==> config.mk <==
export PLATFORM = sky130hd
export DESIGN_NAME = pktRegPort
export DESIGN_NICKNAME = d
export VERILOG_FILES = /design/src/rtl/pktRegPkg.sv /design/src/rtl/pktRegCtrl.sv /design/src/rtl/pktRegData.sv /design/src/rtl/pktRegPort.sv
export SDC_FILE = /design/constraint.sdc
export NUM_CORES = 1
export LEC_CHECK = 0
export BUFFER_PORTS_ARGS = -buffer_cell sky130_fd_sc_hd__buf_4
export CAP_MARGIN = 40
export CORE_UTILIZATION = 35
export CTS_BUF_LIST = sky130_fd_sc_hd__clkbuf_4 sky130_fd_sc_hd__clkbuf_8 sky130_fd_sc_hd__clkbuf_16
export CTS_CLUSTER_SIZE = 30
export DETAILED_ROUTE_END_ITERATION = 12
export PLACE_DENSITY_LB_ADDON = 0.15
export SYNTH_ARGS = -nofsm -noshare
export SYNTH_HDL_FRONTEND = slang
export SYNTH_SLANG_ARGS = --single-unit
==> constraint.sdc <==
create_clock -name clk -period 4.5 [get_ports clk]
set_input_delay 0.9 -clock clk [delete_from_list [all_inputs] [get_ports clk]]
set_output_delay 0.9 -clock clk [all_outputs]
set_load 0.02 [all_outputs]
==> src/rtl/pktRegPkg.sv <==
package pktRegPkg;
  localparam int ADDR_W = 6;

  localparam logic [ADDR_W-1:0] A_ID_LO  = 6'h00;
  localparam logic [ADDR_W-1:0] A_ID_HI  = 6'h04;
  localparam logic [ADDR_W-1:0] A_BUSY   = 6'h08;
  localparam logic [ADDR_W-1:0] A_RXCNT  = 6'h0C;
  localparam logic [ADDR_W-1:0] A_TXCNT  = 6'h10;
  localparam logic [ADDR_W-1:0] A_INTCTL = 6'h14;
  localparam logic [ADDR_W-1:0] A_INFO   = 6'h18;
  localparam logic [ADDR_W-1:0] A_RXDATA = 6'h1C;
  localparam logic [ADDR_W-1:0] A_TXDATA = 6'h20;

  // strobes from the control decoder to the datapath
  typedef struct packed {
    logic rxPop;   // host read of receive data port
    logic txLoad;  // host write of transmit count
    logic txPush;  // host write of transmit data port
  } hostStrb_t;
endpackage

==> src/rtl/pktRegCtrl.sv <==
module pktRegCtrl
  import pktRegPkg::*;
#(
  parameter int          CNT_W     = 17,
  parameter int          ID_DIGIT  = 1,
  parameter logic [31:0] INFO_WORD = 32'h0
) (
  input  logic              clk,
  input  logic              rstN,
  input  logic [ADDR_W-1:0] busAddr,
  input  logic              busWrEn,
  input  logic              busRdEn,
  input  logic [31:0]       busWData,
  input  logic [CNT_W-1:0]  rxCount,
  input  logic [CNT_W-1:0]  txRemain,
  input  logic [7:0]        rxByte,
  input  logic              busyFlag,
  input  logic              txDoneEv,
  input  logic              rxDoneEv,
  output hostStrb_t         strb,
  output logic [31:0]       busRData,
  output logic              irq,
  output logic              rxBlocked
);
  localparam logic [7:0]  VER_CH = 8'(48 + ID_DIGIT);
  localparam logic [31:0] ID_LO  = "ETYB";
  localparam logic [31:0] ID_HI  = {VER_CH, "TEN"};

  logic txDoneF, rxDoneF, testVis, testIrq;
  logic intWr, intRd;

  assign intWr = busWrEn && (busAddr == A_INTCTL);
  assign intRd = busRdEn && (busAddr == A_INTCTL);

  always_comb begin
    strb.rxPop  = busRdEn && (busAddr == A_RXDATA);
    strb.txLoad = busWrEn && (busAddr == A_TXCNT);
    strb.txPush = busWrEn && (busAddr == A_TXDATA);
  end

  always_ff @(posedge clk) begin
    if (!rstN) begin
      txDoneF <= 1'b0;
      rxDoneF <= 1'b0;
      testVis <= 1'b0;
      testIrq <= 1'b0;
    end else begin
      txDoneF <= (txDoneF && !(intWr && busWData[0])) || txDoneEv;
      rxDoneF <= (rxDoneF && !(intWr && busWData[1])) || rxDoneEv;
      if (intWr && busWData[31]) begin
        testVis <= 1'b1;
        testIrq <= 1'b1;
      end else if (intWr && (busWData == 32'h0)) begin
        testVis <= 1'b0;
        testIrq <= 1'b0;
      end else if (intRd) begin
        testVis <= 1'b0;
      end
    end
  end

  assign irq       = txDoneF || rxDoneF || testIrq;
  assign rxBlocked = rxDoneF;

  always_comb begin
    case (busAddr)
      A_ID_LO:  busRData = ID_LO;
      A_ID_HI:  busRData = ID_HI;
      A_BUSY:   busRData = {31'b0, busyFlag};
      A_RXCNT:  busRData = 32'(rxCount);
      A_TXCNT:  busRData = 32'(txRemain);
      A_INTCTL: busRData = {testVis, 29'b0, rxDoneF, txDoneF};
      A_INFO:   busRData = INFO_WORD;
      A_RXDATA: busRData = (rxCount != '0) ? {24'b0, rxByte} : 32'h0;
      default:  busRData = 32'h0;
    endcase
  end
endmodule

==> src/rtl/pktRegData.sv <==
module pktRegData
  import pktRegPkg::*;
#(
  parameter int BUF_DEPTH = 64,
  parameter int CNT_W     = 17
) (
  input  logic             clk,
  input  logic             rstN,
  input  hostStrb_t        strb,
  input  logic [CNT_W-1:0] txWord,
  input  logic [7:0]       txWByte,
  input  logic             rxValid,
  input  logic [7:0]       rxData,
  input  logic             rxLast,
  input  logic             rxBlocked,
  output logic [CNT_W-1:0] rxCount,
  output logic [CNT_W-1:0] txRemain,
  output logic [7:0]       rxByte,
  output logic             busyFlag,
  output logic             txDoneEv,
  output logic             rxDoneEv,
  output logic             txValid,
  output logic [7:0]       txData,
  output logic             txLast
);
  localparam int IDX_W  = $clog2(BUF_DEPTH);
  localparam int FILL_W = $clog2(BUF_DEPTH + 1);

  logic [7:0]        mem [BUF_DEPTH];
  logic [FILL_W-1:0] collCnt, frameLen, newLen;
  logic              collecting, rxTake, room;
  logic [IDX_W-1:0]  rdIdx;

  assign rxTake   = rxValid && !rxBlocked;
  assign room     = collCnt < FILL_W'(BUF_DEPTH);
  assign newLen   = room ? collCnt + FILL_W'(1) : collCnt;
  assign rxDoneEv = rxTake && rxLast;
  assign rdIdx    = IDX_W'(CNT_W'(frameLen) - rxCount);
  assign rxByte   = mem[rdIdx];

  always_ff @(posedge clk) begin
    if (rxTake && room) mem[collCnt[IDX_W-1:0]] <= rxData;
  end

  always_ff @(posedge clk) begin
    if (!rstN) begin
      collCnt    <= '0;
      frameLen   <= '0;
      collecting <= 1'b0;
      rxCount    <= '0;
    end else begin
      if (strb.rxPop && (rxCount != '0)) rxCount <= rxCount - CNT_W'(1);
      if (rxTake) begin
        if (rxLast) begin
          frameLen   <= newLen;
          rxCount    <= CNT_W'(newLen);
          collCnt    <= '0;
          collecting <= 1'b0;
        end else begin
          collCnt    <= newLen;
          collecting <= 1'b1;
        end
      end
    end
  end

  assign txDoneEv = strb.txPush && (txRemain == CNT_W'(1));

  always_ff @(posedge clk) begin
    if (!rstN) begin
      txRemain <= '0;
      txValid  <= 1'b0;
      txLast   <= 1'b0;
      txData   <= 8'h0;
    end else begin
      txValid <= 1'b0;
      txLast  <= 1'b0;
      if (strb.txLoad) begin
        txRemain <= txWord;
      end else if (strb.txPush && (txRemain != '0)) begin
        txValid  <= 1'b1;
        txLast   <= (txRemain == CNT_W'(1));
        txData   <= txWByte;
        txRemain <= txRemain - CNT_W'(1);
      end
    end
  end

  assign busyFlag = collecting || (txRemain != '0);
endmodule

==> src/rtl/pktRegPort.sv <==
module pktRegPort
  import pktRegPkg::*;
#(
  parameter int          BUF_DEPTH = 64,
  parameter int          CNT_W     = 17,
  parameter int          ID_DIGIT  = 1,
  parameter logic [31:0] INFO_WORD = 32'h0
) (
  input  logic        clk,
  input  logic        rstN,
  input  logic [5:0]  busAddr,
  input  logic        busWrEn,
  input  logic        busRdEn,
  input  logic [31:0] busWData,
  output logic [31:0] busRData,
  output logic        irq,
  input  logic        rxValid,
  input  logic [7:0]  rxData,
  input  logic        rxLast,
  output logic        rxReady,
  output logic        txValid,
  output logic [7:0]  txData,
  output logic        txLast
);
  hostStrb_t        strb;
  logic [CNT_W-1:0] rxCount, txRemain;
  logic [7:0]       rxByte;
  logic             busyFlag, txDoneEv, rxDoneEv, rxBlocked;

  pktRegCtrl #(.CNT_W(CNT_W), .ID_DIGIT(ID_DIGIT), .INFO_WORD(INFO_WORD)) u_ctrl (
    .clk(clk), .rstN(rstN), .busAddr(busAddr), .busWrEn(busWrEn),
    .busRdEn(busRdEn), .busWData(busWData), .rxCount(rxCount),
    .txRemain(txRemain), .rxByte(rxByte), .busyFlag(busyFlag),
    .txDoneEv(txDoneEv), .rxDoneEv(rxDoneEv), .strb(strb),
    .busRData(busRData), .irq(irq), .rxBlocked(rxBlocked)
  );

  pktRegData #(.BUF_DEPTH(BUF_DEPTH), .CNT_W(CNT_W)) u_data (
    .clk(clk), .rstN(rstN), .strb(strb), .txWord(busWData[CNT_W-1:0]),
    .txWByte(busWData[7:0]), .rxValid(rxValid), .rxData(rxData),
    .rxLast(rxLast), .rxBlocked(rxBlocked), .rxCount(rxCount),
    .txRemain(txRemain), .rxByte(rxByte), .busyFlag(busyFlag),
    .txDoneEv(txDoneEv), .rxDoneEv(rxDoneEv), .txValid(txValid),
    .txData(txData), .txLast(txLast)
  );

  assign rxReady = !rxBlocked;
endmodule

==> reports/qor.txt, run 1 <==
WL/cell -> 24.7 um
# setup viols final -> 8
Internal -> 9550 uW
Most common cell on crit path -> buf_12
final cell count without fillers -> 2638
Multi-input gate area -> 6930 sq um
Total GRT Usage -> 19.2%
worst-skew pair later-pin latency -> 0.65 ns
CTS Buffer Depth -> 3
row count -> 94
Layout Utilization -> 43.5%
initial cell density of the core -> 35.6%
most frequent cells in the layout -> edfxtp_1 (512), buf_4 (207), nand2_1 (182)
kind of end point of the critical path -> output pin
Comb pwr share -> 16.2%
Worst Setup SP -> u_data.rxCount[0]$_SDFF_PN0_
CP Launch Type -> register
CTS tree -> yes
pwr dens -> 446 nW/um^2
core box area -> 66200 sq um
hold_sp -> u_data.txData[7]$_SDFFE_PN0P_
sequential area share after synthesis -> 70.6%
Psw -> 3310 uW
RePlAce Congestion -> 0.787
largest area contributor in the netlist -> edfxtp_1
detailed-placement wirelength estimate -> 40900 um
drt via density -> 5.35
failing checks -> DRC, setup timing
Net Sw Frac -> 25.7%
Die W -> 261 um
first-pass GRT wire length -> 95900 um
die height -> 261 um
vias in the first global route -> 14152
syn avg cell area -> 15.7 sq um
CTS H-tree lvls -> 2
asr flop ratio synth -> 0%
Final Skew -> 0.0531 ns
# IOs -> 96
Post-Syn Instances -> 1501
n_diodes -> 0
Clock Sinks -> 574
crit-path max FO -> 8
most common cell after layout, fill and taps aside -> edfxtp_1
status -> complete, but fails checks
total CTS buffers -> 61
hold slack -> 0.460 ns
CP max stage cell -> fa_4
area delta synth->final -> 22.4%
final worst setup slack -> -0.240 ns
Setup WS pre-CTS -> -0.0304 ns
initial antenna violation count -> 0
Design Area, Final -> 28800 sq um
largest cells by area after synthesis -> edfxtp_1 (65%), mux4_2 (10%), dfxtp_1 (5.3%), nand2_1 (2.9%), nor2_1 (2.1%)
largest net degree at the start of global routing -> 65
Primary FF master, synth -> edfxtp_1
synthesized area -> 23500 sq um
Reg-to-Reg Start -> u_ctrl.rxBlocked$_SDFF_PN0_
RSZ-0062 raised after global routing -> yes
minimum clock period -> 4.74 ns
FMAX -> 0.211 GHz
Peak VDD IR -> 0.321 mV
Fill cells -> 5938
synth unique cells -> 69
Tightest Hold Check Type -> register to register
Data required, critical path -> 3.60 ns
Congestion Overflow GR -> 0
final period utilization -> 105%
post-route ant nets -> 0
flops & latches, synth -> 574
Initial DRT Pass Iterations -> 11
Reg area -> 16600 sq um
Max-slew headroom -> 39.0%
Synth warnings -> 0
worst-path cell chain -> ha_4 -> fa_4 -> buf_12 -> buf_16 -> buf_12 -> buf_12 -> buf_4 -> mux4_2 -> mux4_2 -> nor2_1 -> or3_4 -> nand3_4 -> buf_6
sequential share of power -> 45.4%
clock power share -> 38.4%
hold buffer count at cts -> 0
P_leak -> 0.00979 uW
Clock transition at path regs -> 0.06 ns
max incr delay on CP -> 0.77 ns
via count -> 14104
Slew Viols, Final -> 0
Root Buffer Master -> clkbuf_16
crit path DAT -> 3.84 ns
Post-Place Cell Area -> 26000 sq um
DRT iter0 DRCs -> 1154
# Max-Cap Violations -> 0
I/O Buffers -> 89
Final #Nets -> 1788
Post-synth EDFFs -> 512
WS Path Type -> register to output pin
die area -> 68300 sq um
WL final -> 65100 um
Hold Fails Final Rpt -> 0
Cells after DPL -> 2498
share of layout cells above drive strength 1 -> 29.5%
slew at the pin closest to its max-slew limit -> 0.912 ns
DRC violations left -> 1
Yosys top cell area share -> 65.3%
## layout make-up
class | count | area share, %
clock buffers | 72 | 5.67
clock inverters | 40 | 1.16
inverters | 13 | 0.169
multi-input cells | 833 | 24.0
flip-flops and latches | 574 | 57.7
well taps | 864 | 3.75
repair buffers | 242 | 7.55
## cell families (layout without fill, tap and decap cells)
kind of cell / count (synthesis) / count (layout) / synth area share, %
fa+ha+maj: 11 / 11 / 0.616
other cells: 1 / 6 / 0.0159
buf+inv: 100 / 367 / 2.06
compound gates: 176 / 176 / 4.85
xor+xnor: 25 / 26 / 0.962
mux: 137 / 137 / 11.6
flops: 574 / 574 / 70.6
simple gates: 477 / 477 / 9.32
## cells in the mapped netlist, types with 10 or more instances
library cell / number
a21oi_1: 75
a31oi_1: 12
a32oi_1: 10
buf_2: 12
buf_4: 23
clkbuf_1: 42
dfxtp_1: 62
edfxtp_1: 512
ha_1: 10
inv_1: 13
mux2i_1: 27
mux4_2: 109
nand2_1: 184
nand3_1: 47
nand4_1: 11
nor2_1: 134
nor3_1: 16
nor4_1: 20
o21ai_0: 17
or3_1: 12
xnor2_1: 15
## repair_timing
action,in CTS,in global routing
buffers inserted,15,10
hold endpoints to repair,0,0
endpoints found under the setup margin,8,8
gates resized for setup,48,50
pin swaps,14,16
gates cloned,4,2
## final timing paths
kind         cells after the start  slack, ns                             to
max                             13      -0.24                    busRData[0]
min                              2       0.46  u_data.txData[7]$_SDFFE_PN0P_
max reg2reg                      5       1.50    u_data.mem[32][7]$_DFFE_PP_
min reg2reg                      2       0.46  u_data.txData[7]$_SDFFE_PN0P_
## worst max-delay path: cells and delay by family, from the launching register on
family | cells | cell delay [ns]
buf+inv | 6 | 0.77
simple gates | 3 | 0.33
flops | 1 | 0.35
fa+ha+maj | 2 | 0.94
mux | 2 | 0.79
## power by group through the flow
| stage | sequential [uW] | clock, uW | combinational [uW] |
|---|---|---|---|
| finish | 5840 | 4950 | 2080 |
| floorplan | 5940 | 0 | 989 |
| CTS | 5840 | 5050 | 2000 |
| detailed placement | 5950 | 0 | 1800 |
| global placement | 5950 | 0 | 1780 |
| global route | 5840 | 5250 | 2220 |
## per-stage QoR
step / TNS (ns) / total power (uW)
finish: -1.73 / 12900
global route: -2.78 / 13300
CTS: -2.85 / 12900
detailed placement: -0.0304 / 7750
global placement: -0.0405 / 7730
floorplan: 0 / 6930
## flip-flops by register name (all words and copies together), names as in the netlist
register and flops:
u_data.mem 512, u_data.rxCount 17, u_data.txRemain 17, u_data.txData 8, u_data.collCnt 7, u_data.frameLen 6, u_ctrl.rxBlocked 1, u_ctrl.testIrq 1
u_ctrl.testVis 1, u_ctrl.txDoneF 1, u_data.collecting 1, u_data.txLast 1, u_data.txValid 1
## routing by layer
layer,routed length [um],vias up,part of all wire (%),GRT usage [%]
met1,29400,7331,45,27.4
met3,3300,82,5.1,3.13
met4,1470,0,2.3,5.80
li1,-,6307,-,-
met5,0,-,0,0
met2,31000,384,48,30.0
Power figures use the tool's default switching activity.
==> inputs of run 2 (changes only) <==
- ABC_AREA: default -> 1
- GPL_TIMING_DRIVEN: default -> 0
==> run 2 against run 1 <==
The run now ends clean. Sequential share of layout area fell by 1.8 points. Maximum frequency rose by 8.2%. Critical path depth rose by 3. Cell count rose by 40%. Non-clock buffer count rose by 14.
==> reports/qor.txt, run 2 <==
area delta synth->final -> 18.6%
Top delay family on crit path -> simple AND/OR/NAND/NOR gates
Yosys top cell area share -> 61.3%
synth unique cells -> 41
Total GRT Usage -> 22.1%
GRT busiest layer -> met2
Final #Nets -> 2780
worst-skew pair later-pin latency -> 0.62 ns
WL/cell -> 21.8 um
Reg-to-Reg Start -> u_ctrl.rxBlocked$_SDFF_PN0_
Layout Utilization -> 42.2%
hold slack -> 0.457 ns
CP Launch Type -> register
Clock transition at path regs -> 0.05 ns
Peak VDD IR -> 0.243 mV
FMAX -> 0.228 GHz
Max-slew headroom -> 38.2%
Final Skew -> 0.0298 ns
initial cell density of the core -> 35.6%
I/O Buffers -> 88
Crit path buffers/inverters -> 4
Slew Viols, Final -> 0
hold_sp -> u_data.frameLen[2]$_SDFFE_PN0P_
total CTS buffers -> 67
first-pass GRT wire length -> 120000 um
die area -> 72700 sq um
Design Area, Final -> 29800 sq um
Hold Crit Endpoint -> u_data.frameLen[2]$_SDFFE_PN0P_
Clock Sinks -> 574
share of layout cells above drive strength 1 -> 13.9%
DRT iter0 DRCs -> 1743
hold buffer count at cts -> 0
Post-synth top cells -> nand2_1 (889), edfxtp_1 (512), nand3_1 (374)
RSZ-0062 raised after global routing -> yes
CTS tree -> yes
WS Path Type -> register to output pin
Data required, critical path -> 3.60 ns
CP max stage cell -> fa_2
via count -> 19016
R2R setup slack -> 1.32 ns
kind of end point of the critical path -> output pin
RePlAce Congestion -> 0.900
pwr dens -> 437 nW/um^2
Primary FF master, synth -> edfxtp_1
sequential share of power -> 44.8%
Hold Path Cell Cnt -> 2
Synth warnings -> 0
max reg flops -> 512
P_leak -> 0.0118 uW
Worst Setup SP -> u_data.rxCount[0]$_SDFF_PN0_
crit-path max FO -> 10
post-route ant nets -> 0
Root Buffer Master -> clkbuf_16
synthesized area -> 25100 sq um
# setup viols final -> 0
Post-synth EDFFs -> 512
initial antenna violation count -> 0
largest cells by area after synthesis -> edfxtp_1 (61%), nand2_1 (13%), nand3_1 (7.5%), dfxtp_1 (4.9%), nor2_1 (3.0%)
Initial DRT Pass Iterations -> 8
core box area -> 70500 sq um
largest area contributor in the netlist -> edfxtp_1
Internal -> 9450 uW
Fill cells -> 6797
Worst Reg-to-Reg Cells -> 5
minimum clock period -> 4.38 ns
CTS H-tree lvls -> 3
most common cell after layout, fill and taps aside -> nand2_1
Post-Place Cell Area -> 27200 sq um
n_diodes -> 0
vias in the first global route -> 18452
worst-path cell chain -> ha_1 -> fa_2 -> inv_2 -> clkbuf_16 -> clkbuf_8 -> nand3_1 -> nand2_1 -> nand2_1 -> nand2_1 -> nand2_1 -> nand3_1 -> nand2_1 -> nand2_1 -> nand3_1 -> nand2_2 -> buf_4
syn avg cell area -> 9.97 sq um
met1 usage -> 30.8%
asr flop ratio synth -> 0%
drt via density -> 5.13
end of the worst register-to-register path -> u_data.mem[19][3]$_DFFE_PP_
die height -> 270 um
Psw -> 3540 uW
clock power share -> 40.9%
slew at the pin closest to its max-slew limit -> 0.924 ns
most frequent cells in the layout -> nand2_1 (881), edfxtp_1 (512), nand3_1 (367)
grt met3 use -> 3.85%
final period utilization -> 97.4%
flops & latches, synth -> 574
Tightest Hold Check Type -> register to register
Hold Fails Final Rpt -> 0
Net Sw Frac -> 27.2%
# Max-Cap Violations -> 0
crit path DAT -> 3.48 ns
Die W -> 270 um
row count -> 97
Congestion Overflow GR -> 0
detailed-placement wirelength estimate -> 56000 um
sequential area share after synthesis -> 66.2%
Most common cell on crit path -> nand2_1
WL final -> 80900 um
status -> completed
DRC violations left -> 0
Comb pwr share -> 14.3%
largest net degree at the start of global routing -> 65
met2 usage -> 35.5%
# IOs -> 96
max incr delay on CP -> 0.59 ns
cell with the most instances after synthesis -> nand2_1
Post-Syn Instances -> 2517
CTS Buffer Depth -> 3
run 2: cell types whose count changed after synthesis, moves of 28 or more:
cell      previous run  this run
a21oi_1             75        28
clkbuf_1            42        70
inv_1               13       144
mux4_2             109         0
nand2_1            184       889
nand3_1             47       374
nor2_1             134       198
o21ai_0             17        45
run 2: what timing repair did:
action,CTS,global route
resized for setup,106,75
endpoints found under the setup margin,8,8
hold endpoints to repair,0,0
pin swaps,2,0
setup buffers,4,0
run 2: worst register-to-register path, stage by stage, from the launching register on:
cell	delay, ns
dfxtp_1	0.31
inv_1	0.13
nand2_1	0.17
nor2_1	0.37
nand4_1	0.81
nor2_1	1.01
run 2: power by group through the flow:
| stage | Clock (uW) | Combinational, uW | Sequential (uW) |
|---|---|---|---|
| 3_5_place_dp | 0 | 1750 | 5930 |
| 2_1_floorplan | 0 | 990 | 5930 |
| 6_report | 5310 | 1860 | 5820 |
| 3_3_place_gp | 0 | 1740 | 5930 |
| 4_1_cts | 5390 | 1820 | 5820 |
| 5_1_grt | 5580 | 2030 | 5820 |
run 2: worst max path at each step:
stage,to,slack [ns],cells after the start
finish,busRData[3],0.12,16
global route,busRData[6],-0.02,17
CTS,busRData[5],-0.02,16
detailed placement,busRData[5],-0.29,16
global placement,busRData[3],-0.28,15
floorplan,busRData[1],1.25,9
run 2: kinds of logic (layout without fill, tap and decap cells):
kind of cell | count (synthesis) | in the layout | synth area share, %
AO/OA/AOI/OAI | 121 | 121 | 2.85
XOR/XNOR | 31 | 31 | 1.14
adder cells (fa/ha/maj) | 11 | 11 | 0.579
buffers and inverters | 281 | 523 | 4.54
flip-flops | 574 | 574 | 66.2
other | 1 | 6 | 0.0150
AND/OR/NAND/NOR | 1498 | 1498 | 24.6
run 2: area by class of cell:
cell class | count | area, sq um | share of cell area (%)
flip-flops and latches | 574 | 16600 | 55.8
clock inverters | 28 | 249 | 0.837
inverters | 151 | 567 | 1.90
repair buffers | 126 | 996 | 3.35
plain buffers | 130 | 853 | 2.87
multi-input cells | 1667 | 7430 | 25.0
well taps | 940 | 1180 | 3.95
clock buffers | 88 | 1870 | 6.28
run 2: stage by stage:
stage	setup WS (ns)	TNS, ns	cells	total power, uW
CTS	-0.0164	-0.0522	3702	13000
finish	0.119	0	3704	13000
floorplan	1.25	0	2522	6920
global route	-0.0220	-0.0608	3704	13400
detailed placement	-0.291	-1.93	3582	7680
global placement	-0.278	-1.73	3550	7670
run 2: layer usage:
layer | vias to the layer above | routed length (um)
met5 | - | 0
met4 | 0 | 1950
met3 | 113 | 6070
met2 | 719 | 37500
met1 | 9298 | 35300
li1 | 8886 | -
==> inputs of run 3 (changes only) <==
- REMOVE_ABC_BUFFERS: default -> 1
==> run 3 against run 2 <==
Non-clock buffer count down 95. Global-route usage fell by 2.3 points. First-iteration DRC count decreased by 18%. Worst setup slack got worse by 0.11 ns. Sequential cell count unchanged. Combinational power grew 9.7%. Critical path type unchanged. Critical endpoint is now busRData[1].
==> reports/qor.txt, run 3 (same netlist as run 2, synthesis figures left out) <==
pwr dens -> 424 nW/um^2
core box area -> 70500 sq um
# setup viols final -> 0
Data required, critical path -> 3.60 ns
final worst setup slack -> 0.00902 ns
Top delay family on crit path -> adder cells
Comb pwr share -> 15.9%
status -> completed
drt via density -> 5.01
Internal -> 9400 uW
area delta synth->final -> 20.6%
CP max stage cell -> fa_4
total CTS buffers -> 61
most common cell after layout, fill and taps aside -> nand2_1
most frequent cells in the layout -> nand2_1 (832), edfxtp_1 (512), nand3_1 (338)
Reg area -> 16600 sq um
crit path DAT -> 3.59 ns
# IOs -> 96
final period utilization -> 99.8%
kind of end point of the critical path -> output pin
worst-path cell chain -> inv_2 -> ha_4 -> fa_4 -> buf_16 -> buf_16 -> clkinv_16 -> buf_16 -> nor2_2 -> o21ai_0 -> nand3_1 -> nand3_2 -> nand3_2 -> nand2_2 -> nand2_2 -> nand3_2 -> nand2_4 -> buf_6
# Max-Cap Violations -> 0
hold slack -> 0.460 ns
Setup WS pre-CTS -> -0.388 ns
RSZ-0062 raised after global routing -> yes
I/O Buffers -> 89
sequential share of power -> 45.3%
Hold Fails Final Rpt -> 0
FMAX -> 0.223 GHz
via count -> 18066
final cell count without fillers -> 3605
Multi-input gate area -> 7830 sq um
initial cell density of the core -> 35.6%
Final Skew -> 0.0174 ns
clock power share -> 38.8%
Congestion Overflow GR -> 0
Peak VDD IR -> 0.329 mV
minimum clock period -> 4.49 ns
Tightest Hold Check Type -> register to register
Die W -> 270 um
Root Buffer Master -> clkbuf_16
vias in the first global route -> 17355
WL/cell -> 20.4 um
Max-slew headroom -> 37.8%
Initial DRT Pass Iterations -> 5
WS Path Type -> register to output pin
slew at the pin closest to its max-slew limit -> 0.930 ns
first-pass GRT wire length -> 110000 um
share of layout cells above drive strength 1 -> 14.2%
CTS Buffer Depth -> 3
Psw -> 3440 uW
CTS H-tree lvls -> 2
CP Launch Type -> register
Net Sw Frac -> 26.8%
die area -> 72700 sq um
row count -> 97
Fill cells -> 6707
Final #Nets -> 2681
CTS tree -> yes
Slew Viols, Final -> 0
worst-skew pair later-pin latency -> 0.64 ns
Clock transition at path regs -> 0.06 ns
DRT iter0 DRCs -> 1434
detailed-placement wirelength estimate -> 41500 um
largest net degree at the start of global routing -> 109
hold buffer count at cts -> 0
max incr delay on CP -> 0.79 ns
die height -> 270 um
Cells after DPL -> 3454
P_leak -> 0.0117 uW
Clock Sinks -> 574
DRC violations left -> 0
Fin Setup TNS -> 0 ns
n_diodes -> 0
initial antenna violation count -> 0
max reg flops -> 512
RePlAce Congestion -> 0.839
Crit path buffers/inverters -> 6
WL final -> 73400 um
post-route ant nets -> 0
Total GRT Usage -> 19.9%
crit-path max FO -> 8
run 3: worst paths after layout:
path / end / start / slack (ns) / depth (start not counted)
setup / recovery: busRData[1] / u_data.frameLen[0]$_SDFFE_PN0P_ / 0.009 / 17
hold / removal: u_data.frameLen[2]$_SDFFE_PN0P_ / u_data.frameLen[2]$_SDFFE_PN0P_ / 0.46 / 2
setup reg to reg: u_data.mem[17][7]$_DFFE_PP_ / u_ctrl.rxBlocked$_SDFF_PN0_ / 1.41 / 6
hold reg to reg: u_data.frameLen[2]$_SDFFE_PN0P_ / u_data.frameLen[2]$_SDFFE_PN0P_ / 0.46 / 2
run 3: through the flow:
| stage | total power (uW) | area [sq um] | util, % |
|---|---|---|---|
| 2_1_floorplan | 6960 | 24500 | - |
| 3_3_place_gp | 7640 | 26400 | 37.4 |
| 3_5_place_dp | 7580 | 27000 | 38.3 |
| 4_1_cts | 12800 | 29900 | 42.3 |
| 5_1_grt | 13300 | 30300 | 42.9 |
| 6_report | 12800 | 30300 | 42.9 |
run 3: layout make-up:
| cell class | instances | area share (%) |
|---|---|---|
| Timing Repair Buffer | 161 | 6.64 |
| Clock buffer | 84 | 5.81 |
| Timing Repair inverter | 2 | 0.0662 |
| Inverter | 151 | 2.07 |
| Sequential cell | 574 | 54.9 |
| Tap cell | 940 | 3.89 |
| Multi-Input combinational cell | 1667 | 25.9 |
| Clock inverter | 26 | 0.732 |
run 3: power groups by stage:
stage	combinational [uW]	clock (uW)	sequential (uW)
6_report	2040	4980	5820
5_1_grt	2210	5290	5820
4_1_cts	1950	5070	5820
3_5_place_dp	1640	0	5930
3_3_place_gp	1710	0	5930
2_1_floorplan	1030	0	5930
run 3: worst min-delay path, stage by stage, from the launching register on:
cell,delay [ns]
dfxtp_1,0.32
nand2_1,0.06
nand2_1,0.04
run 3: what timing repair did:
item	CTS	global route
cloned	16	4
endpoints found under the setup margin	8	8
resized for setup	90	71
buffers inserted	14	5
endpoints found under the hold margin	0	0
pin swaps	17	39
run 3: layer usage:
metal / wire (um) / vias up / share of wire [%] / global-route usage (%)
li1: - / 8710 / - / -
met4: 1800 / 0 / 2.5 / 6.06
met5: 0 / - / 0 / 0
met2: 35000 / 460 / 48 / 32.9
met3: 3700 / 98 / 5.0 / 2.52
met1: 32900 / 8798 / 45 / 27.1
